[src/rtl/rowcol_pkg.sv]
package rowcol_pkg;
  localparam int unsigned BURST_LEN = 4;

  typedef enum logic [2:0] {
    ST_IDLE,
    ST_ROW,
    ST_ACT,
    ST_COL,
    ST_BURST
  } rc_state_e;
endpackage

[src/rtl/rc_addr_split.sv]
module rc_addr_split #(
  parameter int unsigned ROW_W = 6,
  parameter int unsigned COL_W = 4,
  parameter int unsigned MA_W  = 6
) (
  input  logic [ROW_W+COL_W-1:0] addr_i,
  output logic [MA_W-1:0]        row_pins_o,
  output logic [MA_W-1:0]        col_pins_o
);
  logic [ROW_W-1:0] row;
  logic [COL_W-1:0] col;

  assign row = addr_i[ROW_W+COL_W-1:COL_W];
  assign col = addr_i[COL_W-1:0];

  if (MA_W > ROW_W) begin : g_row_pad
    assign row_pins_o = {{(MA_W-ROW_W){1'b0}}, row};
  end else begin : g_row_full
    assign row_pins_o = row;
  end

  if (MA_W > COL_W) begin : g_col_pad
    assign col_pins_o = {{(MA_W-COL_W){1'b0}}, col};
  end else begin : g_col_full
    assign col_pins_o = col;
  end
endmodule

[src/rtl/rc_delay_timer.sv]
module rc_delay_timer #(
  parameter int unsigned CNT_W = 2
) (
  input  logic             clk_i,
  input  logic             rst_ni,
  input  logic             load_i,
  input  logic [CNT_W-1:0] load_val_i,
  output logic             last_o
);
  logic [CNT_W-1:0] cnt_q;

  always_ff @(posedge clk_i or negedge rst_ni) begin
    if (!rst_ni)             cnt_q <= '0;
    else if (load_i)         cnt_q <= load_val_i;
    else if (cnt_q != '0)    cnt_q <= cnt_q - 1'b1;
  end

  assign last_o = (cnt_q == CNT_W'(1));
endmodule

[src/rtl/rc_burst_track.sv]
module rc_burst_track #(
  parameter int unsigned COL_W     = 4,
  parameter int unsigned BURST_LEN = 4,
  localparam int unsigned BEAT_W   = (BURST_LEN > 1) ? $clog2(BURST_LEN) : 1
) (
  input  logic             clk_i,
  input  logic             rst_ni,
  input  logic             start_i,
  input  logic             step_i,
  input  logic [COL_W-1:0] col_i,
  output logic [COL_W-1:0] col_o,
  output logic             last_o
);
  logic [COL_W-1:0]  col_q;
  logic [BEAT_W-1:0] beat_q;

  always_ff @(posedge clk_i or negedge rst_ni) begin
    if (!rst_ni) begin
      col_q  <= '0;
      beat_q <= '0;
    end else if (start_i) begin
      col_q  <= col_i;
      beat_q <= '0;
    end else if (step_i) begin
      col_q  <= col_q + 1'b1;  // wraps inside the column field
      beat_q <= beat_q + 1'b1;
    end
  end

  assign col_o  = col_q;
  assign last_o = (beat_q == BEAT_W'(BURST_LEN - 1));
endmodule

[src/rtl/rowcol_mem_ctrl.sv]
module rowcol_mem_ctrl
  import rowcol_pkg::*;
#(
  parameter int unsigned ROW_W   = 6,
  parameter int unsigned COL_W   = 4,
  parameter int unsigned DATA_W  = 16,
  parameter int unsigned ACT_CYC = 2,
  localparam int unsigned ADDR_W = ROW_W + COL_W,
  localparam int unsigned MA_W   = (ROW_W > COL_W) ? ROW_W : COL_W
) (
  input  logic              clk_i,
  input  logic              rst_ni,
  input  logic              req_i,
  input  logic              we_i,
  input  logic [ADDR_W-1:0] addr_i,
  input  logic [DATA_W-1:0] wdata_i,
  output logic              busy_o,
  output logic              rvalid_o,
  output logic [DATA_W-1:0] rdata_o,
  output logic [MA_W-1:0]   mem_addr_o,
  output logic              mem_ras_no,
  output logic              mem_cas_no,
  output logic              mem_cs_no,
  output logic              mem_we_no,
  output logic [DATA_W-1:0] mem_dq_o,
  input  logic [DATA_W-1:0] mem_dq_i
);
  localparam int unsigned TMR_W = $clog2(ACT_CYC + 1);

  rc_state_e         state_q, state_d;
  logic [ADDR_W-1:0] addr_q;
  logic [DATA_W-1:0] wdata_q;
  logic              we_q;
  logic              accept;
  logic [MA_W-1:0]   row_pins, col_pins;
  logic              act_last;
  logic [COL_W-1:0]  burst_col;
  logic              burst_last;

  assign accept = (state_q == ST_IDLE) && req_i;

  always_ff @(posedge clk_i or negedge rst_ni) begin
    if (!rst_ni) begin
      addr_q  <= '0;
      wdata_q <= '0;
      we_q    <= 1'b0;
    end else if (accept) begin
      addr_q  <= addr_i;
      wdata_q <= wdata_i;
      we_q    <= we_i;
    end
  end

  rc_addr_split #(
    .ROW_W (ROW_W),
    .COL_W (COL_W),
    .MA_W  (MA_W)
  ) u_split (
    .addr_i     (addr_q),
    .row_pins_o (row_pins),
    .col_pins_o (col_pins)
  );

  // loaded as the row strobe goes out; ACT_CYC-1 waiting cycles follow
  rc_delay_timer #(
    .CNT_W (TMR_W)
  ) u_act_tmr (
    .clk_i      (clk_i),
    .rst_ni     (rst_ni),
    .load_i     (state_q == ST_ROW),
    .load_val_i (TMR_W'(ACT_CYC - 1)),
    .last_o     (act_last)
  );

  rc_burst_track #(
    .COL_W     (COL_W),
    .BURST_LEN (BURST_LEN)
  ) u_burst (
    .clk_i  (clk_i),
    .rst_ni (rst_ni),
    .start_i(state_q == ST_COL),
    .step_i (state_q == ST_BURST),
    .col_i  (addr_q[COL_W-1:0]),
    .col_o  (burst_col),
    .last_o (burst_last)
  );

  always_comb begin
    state_d = state_q;
    unique case (state_q)
      ST_IDLE:  if (req_i) state_d = ST_ROW;
      ST_ROW:   state_d = ST_ACT;
      ST_ACT:   if (act_last) state_d = ST_COL;
      ST_COL:   state_d = we_q ? ST_IDLE : ST_BURST;
      ST_BURST: if (burst_last) state_d = ST_IDLE;
      default:  state_d = ST_IDLE;
    endcase
  end

  always_ff @(posedge clk_i or negedge rst_ni) begin
    if (!rst_ni) state_q <= ST_IDLE;
    else         state_q <= state_d;
  end

  always_comb begin
    unique case (state_q)
      ST_ROW:   mem_addr_o = row_pins;
      ST_COL:   mem_addr_o = col_pins;
      ST_BURST: mem_addr_o = MA_W'(burst_col);
      default:  mem_addr_o = '0;
    endcase
  end

  assign busy_o     = (state_q != ST_IDLE);
  assign mem_cs_no  = ~busy_o;
  assign mem_ras_no = (state_q != ST_ROW);
  assign mem_cas_no = (state_q != ST_COL);
  assign mem_we_no  = ~((state_q == ST_COL) && we_q);
  assign mem_dq_o   = ((state_q == ST_COL) && we_q) ? wdata_q : '0;
  assign rvalid_o   = (state_q == ST_BURST);
  assign rdata_o    = rvalid_o ? mem_dq_i : '0;
endmodule

[config.mk]
export PLATFORM = sky130hd
export DESIGN_NAME = rowcol_mem_ctrl
export DESIGN_NICKNAME = d
export VERILOG_FILES = /design/src/rtl/rowcol_pkg.sv /design/src/rtl/rc_addr_split.sv /design/src/rtl/rc_delay_timer.sv /design/src/rtl/rc_burst_track.sv /design/src/rtl/rowcol_mem_ctrl.sv
export SDC_FILE = /design/constraint.sdc
export NUM_CORES = 1
export LEC_CHECK = 0
export BUFFER_PORTS_ARGS = -buffer_cell sky130_fd_sc_hd__buf_2
export CORE_ASPECT_RATIO = 0.9
export CORE_MARGIN = 2
export CORE_UTILIZATION = 51
export DETAILED_ROUTE_END_ITERATION = 6
export PLACE_DENSITY_LB_ADDON = 0.2
export SKIP_CTS_REPAIR_TIMING = 1
export SYNTH_ARGS = -nofsm -noshare
export SYNTH_HDL_FRONTEND = slang
export SYNTH_HIERARCHICAL = 1
export SYNTH_SLANG_ARGS = --single-unit
[constraint.sdc]
create_clock -name clk_i -period 3.75 [get_ports clk_i]
set_input_delay 0.1875 -clock clk_i [delete_from_list [all_inputs] [get_ports clk_i]]
set_output_delay 0.1875 -clock clk_i [all_outputs]
set_load 0.02 [all_outputs]
==> results of run 1 <==
## critical path, stage by stage, from the launching register on
cell and delay [ps]:
dfrtp_1 790, and4b_1 610, and2_1 200, buf_2 160
## synthesized netlist by cell type
cell       count  share of area
dfrtp_1       38           0.45
and2_1        32          0.095
mux2_2        25           0.13
buf_4         13          0.047
mux2i_1        9          0.043
clkbuf_1       6          0.011
inv_1          6          0.011
nand2_1        6          0.011
nor2_1         6          0.011
o2bb2ai_1      5          0.021
buf_6          4          0.021
ha_1           4          0.024
o21ai_0        4         0.0095
xnor2_1        4          0.017
conb_1         3         0.0054
mux2_1         3          0.016
nor3_1         2         0.0048
xor2_1         2         0.0084
and4b_1        1         0.0048
buf_2          1         0.0024
nand2b_1       1         0.0030
nand3b_1       1         0.0036
nand4_4        1          0.010
nor2b_1        1         0.0030
nor2b_4        1         0.0066
nor3b_1        1         0.0036
nor4b_4        1          0.011
o31ai_2        1         0.0060
or2_2          1         0.0030
## per-layer routing
metal	global-route usage	vias to the layer above
met5	0	-
met4	0.0684	0
met3	0.0482	5
met2	0.292	38
met1	0.222	678
li1	-	736
## worst min path at each step
stage                              to    from  cells past startpoint
floorplan                   addr_q[0]  rst_ni                      0
detailed placement         wdata_q[8]  rst_ni                      1
global placement          wdata_q[13]  rst_ni                      1
CTS                 u_burst/beat_q[0]  rst_ni                      1
finish                     wdata_q[8]  rst_ni                      1
global route              wdata_q[14]  rst_ni                      1
## registers in the layout, indices dropped and copies added, names as in the netlist
name             cells
u_burst/col_o        4
we_q                 1
addr_q              10
u_act_tmr/cnt_q      2
wdata_q             16
state_q              3
u_burst/beat_q       2
## cell type report
| cell class | count | area, um2 | area share |
|---|---|---|---|
| Clock buffer | 7 | 86.3 | 0.0339 |
| Inverter | 6 | 22.5 | 0.00884 |
| Multi-Input combinational cell | 116 | 962 | 0.378 |
| Sequential cell | 38 | 951 | 0.373 |
| Tap cell | 48 | 60.1 | 0.0236 |
| Timing Repair Buffer | 91 | 460 | 0.181 |
| Clock inverter | 1 | 5.00 | 0.00196 |
## cells by family after synthesis
family          after synthesis  synth area share
buf+inv                      30            0.0919
mux                          37             0.193
fa+ha+maj                     4            0.0239
other cells                   3           0.00537
flops                        38             0.453
simple gates                 55             0.171
xor+xnor                      6            0.0251
compound gates               10            0.0364
## where the power goes
part,leakage [nW],internal [mW],switching (mW)
Sequential,0.456,0.618,0.178
Combinational,0.820,0.420,0.410
Clock,0.0482,0.148,0.140
## through the flow
stage,instances,instance area (um2),utilization
6_report,307,2550,0.634
2_1_floorplan,184,2100,-
3_5_place_dp,299,2460,0.611
4_1_cts,307,2550,0.634
5_1_grt,307,2550,0.634
3_3_place_gp,299,2460,0.611
==> results_dict.tcl, run 1 <==
set metrics [dict create \
    clk-insertion-delay-late_ps 290 \
    ant_nets 0 \
    drc_errors 0 \
    cts_tree "done" \
    seq_area_frac_synth 0.453 \
    syn_inst 183 \
    grt_pass1_wl_um 6330 \
    start_kind "flip-flop" \
    clk_path_buf_depth 2 \
    hold_violations 22 \
    clock-root-buffer "clkbuf_8" \
    wl_met2_um 1900 \
    critPathMaxFanout 17 \
    worstRegToRegCells 3 \
    path_clk_slew_ps 70 \
    gp_congestion 0.785 \
    ir_drop_mv 0.373 \
    setup.worst_path.start "state_q[1]" \
    clock_skew_ps 3.96 \
    final.setup.tns_ps 0 \
    finalMaxSlewViolations 0 \
    fp-row-count 22 \
    routedWlPerCell_um 12.7 \
    min_period_ps 2240 \
    io_pins 90 \
    drive_above_1_share 0.498 \
    portBuffers 89 \
    core_um2 4020 \
    synth_cell_types 29 \
    antenna_cells 0 \
    wl_met3_um 209 \
    overflow 0 \
    highest_layer "met4" \
    syn_to_final_growth_pct 21.5 \
    final_cell_mix "89 x buf_2, 38 x dfrtp_1, 32 x and2_1, 25 x mux2_2, 9 x mux2i_1" \
    grt_max_degree 39 \
    die_width_um 71.6 \
    power_mw 1.91 \
    drt_first_pass_iters 4 \
    r2r-start "state_q[1]" \
    outcome "complete, but fails checks" \
    endpoint "mem_dq_o[12]" \
    viasPerCell 4.75 \
    setup_slack_ps 1510 \
    max_freq_mhz 447 \
    grtUsageTotal 0.177 \
    grt_pass1_vias 1452 \
    max_slew_margin 0.460 \
    place_ws_ps 1820 \
    worst_pin_slew_ps 810 \
    dieArea_um2 4640 \
    wl_met1_um 1740 \
    antenna_found_initial 0 \
    yosys_warnings 6 \
    avgSynthCellArea_um2 11.5 \
    required_ps 3560 \
    hp-class "in2async" \
    synth-seq-cells 38 \
    worst-r2r-setup-slack_ps 1940 \
    start_util 0.522 \
    die_h_um 64.8 \
    nets 308 \
    hpwl_um 2840 \
    finalWirelength_um 3890 \
    timing.rr.end "wdata_q[1]" \
    syn_area_um2 2100 \
    max_cap_violations 0 \
    cp_data_arrival_time_ps 2050 \
    cts_made_buffers 5 \
    setup_viol 0 \
    layout_commonest_cell "buf_2" \
    rsz0062_at_grt "false" \
    vias 1457 \
    cts.sinks 38 \
    finalCritPeriodShare 0.596 \
    holdWs_ps -10.9 \
    h-tree-depth 2 \
    leakagePower_nw 1.32 \
    violations "hold timing" \
    fill_cells 336 \
    crit_path_end_kind "output port" \
    crit_type "reg2out" \
    drtIter0Drc 52 \
    power.density_nw_per_um2 752 \
]
No activity file was read; power rests on OpenSTA's default activity.
==> inputs of run 2 (changes only) <==
--- a/config.mk
+++ b/config.mk
@@ -8,7 +8,7 @@
 export BUFFER_PORTS_ARGS = -buffer_cell sky130_fd_sc_hd__buf_2
 export CORE_ASPECT_RATIO = 0.9
 export CORE_MARGIN = 2
-export CORE_UTILIZATION = 51
+export CORE_UTILIZATION = 48
 export DETAILED_ROUTE_END_ITERATION = 6
 export PLACE_DENSITY_LB_ADDON = 0.2
 export SKIP_CTS_REPAIR_TIMING = 1
==> constraint.sdc (replaced) <==
create_clock -name clk_i -period 2.2 [get_ports clk_i]
set_input_delay 0.11 -clock clk_i [delete_from_list [all_inputs] [get_ports clk_i]]
set_output_delay 0.11 -clock clk_i [all_outputs]
set_load 0.02 [all_outputs]
==> run 2 against run 1 <==
  * The flow now finishes without violations
  * Core utilization decreased by 1.3 points
  * Worst hold slack improved by 46 ps
  * Design area increased by 0.69%
  * Combinational power increased by 73%
  * Non-clock buffer count increased by 2
  * Critical path type unchanged
==> results_dict.tcl, run 2 (synthesis gave the netlist of run 1 again) <==
set metrics [dict create \
    crit_type "reg2out" \
    setup_viol 0 \
    cp_data_arrival_time_ps 1840 \
    finalMaxSlewViolations 0 \
    syn_to_final_growth_pct 22.3 \
    whs_endpoint "addr_q[6]" \
    rsz0062_at_grt "false" \
    clk_path_buf_depth 2 \
    leakagePower_nw 1.33 \
    hpwl_um 2810 \
    drtIter0Drc 73 \
    grtUsageTotal 0.166 \
    largest_register "wdata_q" \
    die_width_um 73.7 \
    fill_cells 374 \
    min_period_ps 1950 \
    met1_usage 0.223 \
    hold_path_depth 2 \
    finalWirelength_um 3720 \
    critPathMaxFanout 27 \
    core_um2 4130 \
    place_area_um2 2460 \
    final.setup.tns_ps 0 \
    crit_path_end_kind "output port" \
    h-tree-depth 2 \
    worst-r2r-setup-slack_ps 530 \
    clock_skew_ps 2.87 \
    clk-insertion-delay-late_ps 290 \
    power_mw 3.25 \
    max_slew_margin 0.455 \
    io_pins 90 \
    max_cap_violations 0 \
    largest_reg_flops 16 \
    finalCritPeriodShare 0.886 \
    die_h_um 66.7 \
    grt_max_degree 39 \
    r2r-start "state_q[1]" \
    vias 1457 \
    timing.rr.end "u_burst/col_o[2]" \
    final_cell_mix "89 x buf_2, 38 x dfrtp_1, 32 x and2_1, 25 x mux2_2, 9 x mux2i_1" \
    dieArea_um2 4910 \
    power.density_nw_per_um2 1270 \
    routedWlPerCell_um 12.0 \
    antenna_cells 0 \
    outcome "complete, no violations" \
    layout_commonest_cell "buf_2" \
    path_clk_slew_ps 70 \
    cts.sinks 38 \
    drc_errors 0 \
    globalRoute.busiestLayer "met2" \
    min_from "addr_i[6]" \
    cts_tree "done" \
    portBuffers 89 \
    overflow 0 \
    start_kind "flip-flop" \
    worstRegToRegCells 5 \
    viasPerCell 4.72 \
    drive_above_1_share 0.498 \
    ant_nets 0 \
    worst_pin_slew_ps 817 \
    cts_made_buffers 5 \
    max_freq_mhz 513 \
    grt_pass1_vias 1369 \
    hold_violations 0 \
    use_met3 0.0454 \
    gp_congestion 0.697 \
    clock-root-buffer "clkbuf_8" \
    nets 310 \
    drt_first_pass_iters 4 \
    finish.instance_area_um2 2560 \
    use_met2 0.257 \
    antenna_found_initial 0 \
    grt_pass1_wl_um 6190 \
    hp-class "in2reg" \
    fp-row-count 22 \
    ir_drop_mv 0.724 \
    start_util 0.508 \
    required_ps 2090 \
]
run 2: cell count changes in the layout (fill, tap and decap cells not counted):
cell,previous run,this run
buf_4,2,3
dlygate4sd3_1,0,1
run 2: critical path, cell delays in order, from the launching register on:
cell       delay [ps]
dfrtp_1           530
nor3b_2           340
buf_4             330
o2bb2ai_1         160
buf_2             190
run 2: area by class of cell:
| class | count | area, um2 | share of cell area |
|---|---|---|---|
| repair buffers | 93 | 478 | 0.186 |
| multi-input cells | 116 | 962 | 0.375 |
| flip-flops and latches | 38 | 951 | 0.371 |
| well taps | 48 | 60.1 | 0.0234 |
| clock buffers | 7 | 86.3 | 0.0337 |
| inverters | 6 | 22.5 | 0.00878 |
| clock inverters | 1 | 5.00 | 0.00195 |
run 2: worst max-delay path by stage:
stage	start	end	slack (ps)	depth (start not counted)
after floorplan	state_q[1]	u_burst/col_o[3]	160	7
final	state_q[1]	mem_addr_o[2]	250	4
after global routing	state_q[1]	mem_addr_o[2]	130	4
after detailed placement	state_q[1]	u_burst/col_o[2]	550	5
after CTS	state_q[1]	mem_addr_o[2]	250	4
after global placement	state_q[1]	mem_dq_o[9]	560	3
run 2: routing by layer:
metal  part of all wire  vias to the layer above  wire (um)
met3              0.057                        7        212
li1                   -                      744          -
met2               0.47                       42       1740
met4              0.014                        0         53
met1               0.46                      664       1710
met5                  0                        -          0
run 2: where the power goes:
group | internal [mW] | total (mW) | switching, mW
Combinational | 0.723 | 1.44 | 0.715
Clock | 0.253 | 0.485 | 0.232
Sequential | 1.05 | 1.32 | 0.270
Total | 2.03 | 3.25 | 1.22
run 2: per-stage QoR:
stage,hold WS (ps),cells,utilization,setup WS (ps)
floorplan,-186,184,-,163
global placement,263,300,0.597,563
detailed placement,262,300,0.597,552
CTS,-49.5,308,0.619,249
global route,37.1,309,0.621,132
finish,34.9,309,0.621,251
==> inputs of run 3 (changes only) <==
--- a/config.mk
+++ b/config.mk
@@ -10,7 +10,8 @@
 export CORE_MARGIN = 2
 export CORE_UTILIZATION = 48
 export DETAILED_ROUTE_END_ITERATION = 6
-export PLACE_DENSITY_LB_ADDON = 0.2
+export PLACE_DENSITY = 0.89
+export RECOVER_POWER = 25
 export SKIP_CTS_REPAIR_TIMING = 1
 export SYNTH_ARGS = -nofsm -noshare
 export SYNTH_HDL_FRONTEND = slang
==> run 3 against run 2 <==
  * Maximum frequency shrank 4.8%
  * Register-to-register slack worse by 90 ps
  * Die area unchanged
  * Clock-buffer cell count down 2
  * Non-clock buffer count rose by 1
  * Final cell count up 0.32%
  * First-iteration DRC count down 55%
  * Worst hold slack lost 2.2 ps
  * Sequential cell count unchanged
  * Critical path type unchanged
  * Largest power group unchanged
==> results_dict.tcl, run 3 (synthesis gave the netlist of run 1 again) <==
set metrics [dict create \
    nets 311 \
    drt_first_pass_iters 4 \
    crit_type "reg2out" \
    start_util 0.508 \
    max_slew_margin 0.383 \
    crit_path_end_kind "output port" \
    core_um2 4130 \
    vias 1506 \
    grt_max_degree 39 \
    die_h_um 66.7 \
    path_clk_slew_ps 80 \
    die_width_um 73.7 \
    syn_to_final_growth_pct 25.5 \
    drive_above_1_share 0.504 \
    cts_made_buffers 5 \
    largest_register "wdata_q" \
    max_freq_mhz 488 \
    viasPerCell 4.86 \
    cts.sinks 38 \
    io_pins 90 \
    finalWirelength_um 4050 \
    worst_pin_slew_ps 925 \
    final.setup.tns_ps 0 \
    finalCritPeriodShare 0.931 \
    hpwl_um 3010 \
    critPathMaxFanout 11 \
    largest_reg_flops 16 \
    cp_data_arrival_time_ps 1940 \
    layout_commonest_cell "buf_2" \
    multi_input_area_um2 962 \
    cts_tree "done" \
    drc_errors 0 \
    power.density_nw_per_um2 1350 \
    leakagePower_nw 1.36 \
    rsz0062_at_grt "false" \
    start_kind "flip-flop" \
    grt_pass1_wl_um 6350 \
    grtUsageTotal 0.172 \
    gp_congestion 0.749 \
    seq_area_um2 951 \
    outcome "complete, no violations" \
    overflow 0 \
    fill_cells 328 \
    portBuffers 89 \
    setup_slack_ps 152 \
    place_ws_ps 449 \
    min_period_ps 2050 \
    clock_skew_ps 4.36 \
    setup_viol 0 \
    drtIter0Drc 33 \
    finalMaxSlewViolations 0 \
    final_cell_mix "88 x buf_2, 38 x dfrtp_1, 32 x and2_1, 25 x mux2_2, 9 x mux2i_1" \
    max_cap_violations 0 \
    hold_violations 0 \
    grt_pass1_vias 1431 \
    fin_util 0.637 \
    clock-root-buffer "clkbuf_8" \
    fp-row-count 22 \
    clk_path_buf_depth 2 \
    h-tree-depth 2 \
    routedWlPerCell_um 13.1 \
    ir_drop_mv 0.762 \
    antenna_found_initial 0 \
    antenna_cells 0 \
    clk-insertion-delay-late_ps 290 \
    dieArea_um2 4910 \
    required_ps 2090 \
    hp-class "in2reg" \
    ant_nets 0 \
]
-- run 3: cell types whose count changed in the layout (fill, tap and decap cells not counted) --
cell,change
buf_12,+1
buf_2,-1
bufinv_16,+2
clkbuf_1,-1
clkbuf_2,+1
clkbuf_8,-1
clkinv_2,-1
clkinv_4,+1
-- run 3: final cells by class --
type                       instances  area share
clock buffer                       5      0.0262
tap                               48      0.0228
multi-input combinational        116       0.366
timing repair buffer              94       0.189
clock inverter                     3      0.0262
inverter                           6     0.00856
sequential                        38       0.361
-- run 3: where the power goes --
group          internal, mW  leakage [nW]  switching, mW
logic                 0.752         0.838          0.770
clock network         0.454        0.0683          0.247
registers              1.05         0.456          0.273
total                  2.26          1.36           1.29
-- run 3: per-layer routing --
| layer | GRT usage | share of wire | vias up |
|---|---|---|---|
| li1 | - | - | 737 |
| met1 | 0.211 | 0.44 | 720 |
| met2 | 0.291 | 0.50 | 47 |
| met3 | 0.0514 | 0.056 | 2 |
| met4 | 0.0523 | 0.0057 | 0 |
| met5 | 0 | 0 | - |
-- run 3: worst paths after layout --
check,start,end,slack (ps),depth (start not counted)
worst max-delay path,state_q[1],mem_addr_o[2],150,5
worst min-delay path,addr_i[6],addr_q[6],30,2
worst max register to register,state_q[1],u_burst/col_o[2],440,6
worst min register to register,wdata_q[6],wdata_q[6],490,1
max in group asynchronous,rst_ni,u_act_tmr/cnt_q[0],1140,2
min in group asynchronous,rst_ni,wdata_q[5],490,2
-- run 3: metrics by stage --
step / cell area [um2] / hold slack [ps] / total power [mW] / cells
floorplan: 2100 / -186 / 2.59 / 184
global placement: 2480 / 250 / 2.79 / 301
detailed placement: 2480 / 253 / 2.85 / 301
CTS: 2620 / -67.3 / 3.58 / 309
global route: 2630 / 17.3 / 3.80 / 310
finish: 2630 / 32.7 / 3.55 / 310
-- run 3: critical path, cell delays in order, from the launching register on --
cell and delay [ps]:
dfrtp_1 480, buf_4 230, nor3b_2 340, buf_4 260
o2bb2ai_1 140, buf_2 190
